### src/rtl/sar_cs_pkg.sv
package sar_cs_pkg;

    // Port phases: idle, conversion running, acquisition with data readout,
    // acquisition with the line released.
    typedef enum logic [1:0] {
        ST_IDLE    = 2'd0,
        ST_CONVERT = 2'd1,
        ST_READOUT = 2'd2,
        ST_DONE    = 2'd3
    } sar_state_e;

endpackage

### src/rtl/sar_edge_det.sv
module sar_edge_det #(
    parameter bit RISING = 1'b1
) (
    input  logic clk,
    input  logic rst_n,
    input  logic sig,
    output logic pulse
);

    logic sig_q;

    always_ff @(posedge clk or negedge rst_n) begin
        if (!rst_n) sig_q <= 1'b0;
        else        sig_q <= sig;
    end

    generate
        if (RISING) begin : g_rise
            assign pulse = sig & ~sig_q;
        end else begin : g_fall
            assign pulse = ~sig & sig_q;
        end
    endgenerate

endmodule

### src/rtl/sar_conv_timer.sv
module sar_conv_timer #(
    parameter int CONV_CYCLES = 40
) (
    input  logic clk,
    input  logic rst_n,
    input  logic start,
    input  logic run,
    output logic expire
);

    localparam int CNT_W = (CONV_CYCLES < 2) ? 1 : $clog2(CONV_CYCLES + 1);

    logic [CNT_W-1:0] cnt_q;

    always_ff @(posedge clk or negedge rst_n) begin
        if (!rst_n)                      cnt_q <= '0;
        else if (start)                  cnt_q <= CNT_W'(CONV_CYCLES - 1);
        else if (run && cnt_q != '0)     cnt_q <= cnt_q - 1'b1;
    end

    assign expire = run && (cnt_q == '0);

endmodule

### src/rtl/sar_out_shifter.sv
module sar_out_shifter #(
    parameter int DATA_W = 14
) (
    input  logic              clk,
    input  logic              rst_n,
    input  logic              load,
    input  logic [DATA_W-1:0] data,
    input  logic              shift,
    output logic              bit_out,
    output logic              last
);

    localparam int CNT_W = $clog2(DATA_W + 2);

    // One leading zero ahead of the word: the end-of-conversion level.
    logic [DATA_W:0]  sh_q;
    logic [CNT_W-1:0] nfall_q;

    always_ff @(posedge clk or negedge rst_n) begin
        if (!rst_n) begin
            sh_q    <= '0;
            nfall_q <= '0;
        end else if (load) begin
            sh_q    <= {1'b0, data};
            nfall_q <= '0;
        end else if (shift) begin
            sh_q    <= {sh_q[DATA_W-1:0], 1'b0};
            if (nfall_q != CNT_W'(DATA_W)) nfall_q <= nfall_q + 1'b1;
        end
    end

    assign bit_out = sh_q[DATA_W];
    assign last    = (nfall_q == CNT_W'(DATA_W));

endmodule

### src/rtl/sar_cs_port.sv
module sar_cs_port
    import sar_cs_pkg::*;
#(
    parameter int DATA_W      = 14,
    parameter int CONV_CYCLES = 40
) (
    input  logic              clk,
    input  logic              rst_n,
    input  logic              cnv,
    input  logic              sdi,
    input  logic              sck,
    input  logic [DATA_W-1:0] sample_data,
    output logic              sdo,
    output logic              sdo_oe
);

    sar_state_e st_q, st_d;

    logic cnv_rise, sdi_rise, sck_fall;
    logic conv_start, conv_expire;
    logic rd_load, rd_shift, rd_bit, rd_last;

    sar_edge_det #(.RISING(1'b1)) u_cnv_edge (
        .clk(clk), .rst_n(rst_n), .sig(cnv), .pulse(cnv_rise));
    sar_edge_det #(.RISING(1'b1)) u_sdi_edge (
        .clk(clk), .rst_n(rst_n), .sig(sdi), .pulse(sdi_rise));
    sar_edge_det #(.RISING(1'b0)) u_sck_edge (
        .clk(clk), .rst_n(rst_n), .sig(sck), .pulse(sck_fall));

    sar_conv_timer #(.CONV_CYCLES(CONV_CYCLES)) u_timer (
        .clk    (clk),
        .rst_n  (rst_n),
        .start  (conv_start),
        .run    (st_q == ST_CONVERT),
        .expire (conv_expire)
    );

    sar_out_shifter #(.DATA_W(DATA_W)) u_shift (
        .clk     (clk),
        .rst_n   (rst_n),
        .load    (rd_load),
        .data    (sample_data),
        .shift   (rd_shift),
        .bit_out (rd_bit),
        .last    (rd_last)
    );

    // State register.
    always_ff @(posedge clk or negedge rst_n) begin
        if (!rst_n) st_q <= ST_IDLE;
        else        st_q <= st_d;
    end

    // Transitions and datapath strobes.
    always_comb begin
        st_d       = st_q;
        conv_start = 1'b0;
        rd_load    = 1'b0;
        rd_shift   = 1'b0;
        unique case (st_q)
            ST_IDLE: begin
                if (cnv_rise && sdi) begin
                    st_d       = ST_CONVERT;
                    conv_start = 1'b1;
                end
            end
            ST_CONVERT: begin
                if (!cnv) begin
                    st_d = ST_IDLE;
                end else if (conv_expire) begin
                    if (sdi) begin
                        st_d = ST_DONE;
                    end else begin
                        st_d    = ST_READOUT;
                        rd_load = 1'b1;
                    end
                end
            end
            ST_READOUT: begin
                if (!cnv) begin
                    st_d = ST_IDLE;
                end else if (sdi_rise) begin
                    st_d = ST_DONE;
                end else if (sck_fall) begin
                    if (rd_last) st_d = ST_DONE;
                    else         rd_shift = 1'b1;
                end
            end
            ST_DONE: begin
                if (!cnv) st_d = ST_IDLE;
            end
            default: st_d = ST_IDLE;
        endcase
    end

    // Pin outputs.
    always_comb begin
        sdo    = 1'b0;
        sdo_oe = 1'b0;
        unique case (st_q)
            ST_IDLE:    sdo_oe = !cnv && !sdi;
            ST_READOUT: begin
                sdo_oe = 1'b1;
                sdo    = rd_bit;
            end
            ST_CONVERT,
            ST_DONE:    sdo_oe = 1'b0;
            default:    sdo_oe = 1'b0;
        endcase
    end

endmodule

### config.mk
export PLATFORM = sky130hd
export DESIGN_NAME = sar_cs_port
export DESIGN_NICKNAME = d
export VERILOG_FILES = /design/src/rtl/sar_cs_pkg.sv /design/src/rtl/sar_edge_det.sv /design/src/rtl/sar_conv_timer.sv /design/src/rtl/sar_out_shifter.sv /design/src/rtl/sar_cs_port.sv
export SDC_FILE = /design/constraint.sdc
export NUM_CORES = 1
export LEC_CHECK = 0
export ABC_AREA = 1
export CAP_MARGIN = 20
export CORE_MARGIN = 3
export CORE_UTILIZATION = 35
export CTS_CLUSTER_DIAMETER = 200
export CTS_CLUSTER_SIZE = 40
export DETAILED_ROUTE_END_ITERATION = 10
export PLACE_DENSITY = 0.52
export SYNTH_ARGS = -nofsm -noshare
export SYNTH_HDL_FRONTEND = slang
export SYNTH_SLANG_ARGS = --single-unit
### constraint.sdc
create_clock -name clk -period 2.6 [get_ports clk]
set_input_delay 0.52 -clock clk [delete_from_list [all_inputs] [get_ports clk]]
set_output_delay 0.52 -clock clk [all_outputs]
set_load 0.05 [all_outputs]
==> results.sh <==
export IMPL_grt_max_degree=31
export IMPL_port_buffers=20
export IMPL_timing_setup_tns_ns=0
export IMPL_fin_crit_sh_pct=92.91
export IMPL_status="finished, final reports clean"
export IMPL_worst_slack_ns=0.1842
export IMPL_switchingPower_uw=694.5
export IMPL_final_setup_viol_count=0
export IMPL_synthFlopType="dfrtp_1"
export IMPL_met3_usage_pct=5.062
export IMPL_drive_gt1_share_pct=7.930
export IMPL_postCtsSetupRepairBufs=0
export IMPL_crit_chain="nor2_4 -> inv_1 -> nor2_1 -> clkdlybuf4s50_1"
export IMPL_mostFrequentLayoutCells="nand2_1 (56), nand3_1 (48), dfrtp_1 (30), inv_1 (23), clkdlybuf4s50_1 (19)"
export IMPL_area_growth_pct=20.05
export IMPL_combinationalPowerShare_pct=35.3
export IMPL_fin_crit_ns=2.416
export IMPL_clock_root_buffer="clkbuf_8"
export IMPL_antenna_found_initial=0
export IMPL_cts_buffer_depth=2
export IMPL_row_count=23
export IMPL_gr_total_overflow=0
export IMPL_critical_path_buf_inv_count=2
export IMPL_fp_dieH_um=73.70
export IMPL_p_int_mw=1.119
export IMPL_htreeDepth=2
export IMPL_cpPeakStageDelay_ns=0.81
export IMPL_switching_share_pct=38.29
export IMPL_tightest_slew_ns=0.4952
export IMPL_p_leak_nw=0.9759
export IMPL_numCtsBuffers=5
export IMPL_cts_tree="built"
export IMPL_nets=248
export IMPL_dr_first_iter_drc_count=37
export IMPL_max_slew_margin_pct=66.88
export IMPL_peakVddDrop_mv=0.3830
export IMPL_dieArea_sq_um=5431
export IMPL_syn_area_sq_um=1604
export IMPL_dp_cells=269
export IMPL_end_kind="output pin"
export IMPL_p_per_area_nw_per_um2=942.0
export IMPL_crit_fanout=8
export IMPL_netlist_instances=203
export IMPL_grt_use_met2_pct=24.80
export IMPL_synthDistinctLibCells=22
export IMPL_wl_mm=3.471
export IMPL_io_pins=21
export IMPL_drc=0
export IMPL_grt_pass1_wl_mm=6.292
export IMPL_first_pass_iters=4
export IMPL_fp_dieW_um=73.70
export IMPL_slew_viol_final=0
export IMPL_required_ns=2.08
export IMPL_hold_violations=0
export IMPL_avgSynthCellArea_sq_um=7.902
export IMPL_start_kind="register"
export IMPL_fmax_ghz=0.4139
export IMPL_grt_pass1_vias=1437
export IMPL_diodes=0
export IMPL_use_met1_pct=17.26
export IMPL_synth_seq_area_share_pct=46.80
export IMPL_layout_commonest_cell="nand2_1"
export IMPL_cp_slowest_cell="clkdlybuf4s50_1"
export IMPL_vias_per_cell=4.924
export IMPL_rsz0062_at_grt="no"
export IMPL_cp_data_arrival_time_ns=1.90
export IMPL_clkPwrFrac_pct=21.7
export IMPL_cts_hold_buf=0
export IMPL_setup_worst_path_class="register to output pin"
export IMPL_p_seq_share_pct=43.0
export IMPL_clkTransAtPathRegs_ns=0.07
export IMPL_async_reset_ff_share_pct=100.0
export IMPL_instances_no_fill=277
export IMPL_whs_ns=0.4989
export IMPL_drv_cap=0
export IMPL_synth_enable_flop_cells=0
export IMPL_synth_seq_cells=30
export IMPL_post_route_util_pct=45.83
export IMPL_syn_nets=225
export IMPL_hpwlAfterDp_mm=2.401
export IMPL_cts_num_sinks=30
export IMPL_yosysWarnings=0
export IMPL_coreArea_sq_um=4202
export IMPL_gp_congestion=0.8804
export IMPL_wl_per_cell_um=12.53
export IMPL_via_count=1364
export IMPL_cts_resized=0
export IMPL_grt_busiest_layer="met2"
export IMPL_ant_nets=0
export IMPL_clock_latency_ns=0.29
export IMPL_clock_skew_ns=0.005222
export IMPL_grt_util_all_layers_pct=15.29
export IMPL_dp_slack_ns=0.3463
export IMPL_hold_path_class="register to register"
export IMPL_crit_family="buffers and inverters"
export IMPL_start_util_pct=38.18
stage by stage:
step	instance area, sq um	power (mW)
after floorplan	1604	1.251
after global placement	1834	1.391
after detailed placement	1834	1.432
after CTS	1926	1.840
after global routing	1926	1.994
final	1926	1.814
flip-flops by register name, indices dropped and copies added, names as in the netlist:
signal / count
st_q: 2
u_cnv_edge.sig_q: 1
u_sck_edge.sig_q: 1
u_sdi_edge.sig_q: 1
u_shift.nfall_q: 4
u_shift.sh_q: 15
u_timer.cnt_q: 6
per-layer routing:
layer / wire length (um) / part of all wire (%)
met1: 1514 / 44
met2: 1661 / 48
met3: 195 / 5.6
met4: 99 / 2.9
met5: 0 / 0
worst reg2reg max path: stages (launching register included):
cell and delay, ns:
dfrtp_1 0.36, inv_1 0.15, ha_1 0.24, nand2_1 0.10, nor2_1 0.15, nand2_1 0.09
inv_1 0.33, nand2_1 0.11, nand3_1 0.10
path summary, 6_finish.rpt:
path                                       start          endpoint  slack, ns  depth (start not counted)
min in group asynchronous                  rst_n  u_cnv_edge.sig_q       0.62                          2
worst min-delay path             u_shift.sh_q[6]   u_shift.sh_q[7]       0.50                          2
worst max-delay path                     st_q[0]               sdo       0.18                          4
worst min register to register   u_shift.sh_q[6]   u_shift.sh_q[7]       0.50                          2
max in group asynchronous                  rst_n  u_timer.cnt_q[5]       1.69                          2
worst max register to register  u_timer.cnt_q[0]   u_shift.sh_q[8]       0.91                          8
power by group through the flow:
| stage | logic (mW) | clock network, mW | registers (mW) |
|---|---|---|---|
| 6_report | 0.640 | 0.394 | 0.779 |
| 5_1_grt | 0.750 | 0.436 | 0.807 |
| 4_1_cts | 0.646 | 0.414 | 0.780 |
| 3_5_place_dp | 0.645 | 0 | 0.787 |
| 3_3_place_gp | 0.615 | 0 | 0.777 |
| 2_1_floorplan | 0.511 | 0 | 0.740 |
layout make-up:
type,count,area [sq um]
clock inverter,1,5.005
tap,50,62.56
fill,430,2276
sequential,30,750.7
multi-input combinational,142,698.2
clock buffer,7,86.33
inverter,24,90.09
timing repair buffer,23,232.7
cells in the mapped netlist (2+ instances only):
master | count | area [sq um]
dfrtp_1 | 30 | 750.7
xor2_1 | 4 | 35.03
buf_6 | 4 | 45.04
nand4_1 | 2 | 12.51
o21ai_0 | 8 | 40.04
buf_4 | 2 | 15.01
nand2_1 | 56 | 210.2
nor2_1 | 11 | 41.29
nand3_1 | 48 | 240.2
inv_1 | 23 | 86.33
ha_1 | 3 | 37.54
nand2_2 | 2 | 12.51
kinds of logic after synthesis:
group	synth area share (%)
and+or+nand+nor	35.41
buffers and inverters	9.671
DFF	46.80
AOI/OAI and AO/OA	3.588
xor gates and xnor gates	2.184
adders and majority gates	2.340
(Power assumes the default switching activity.)
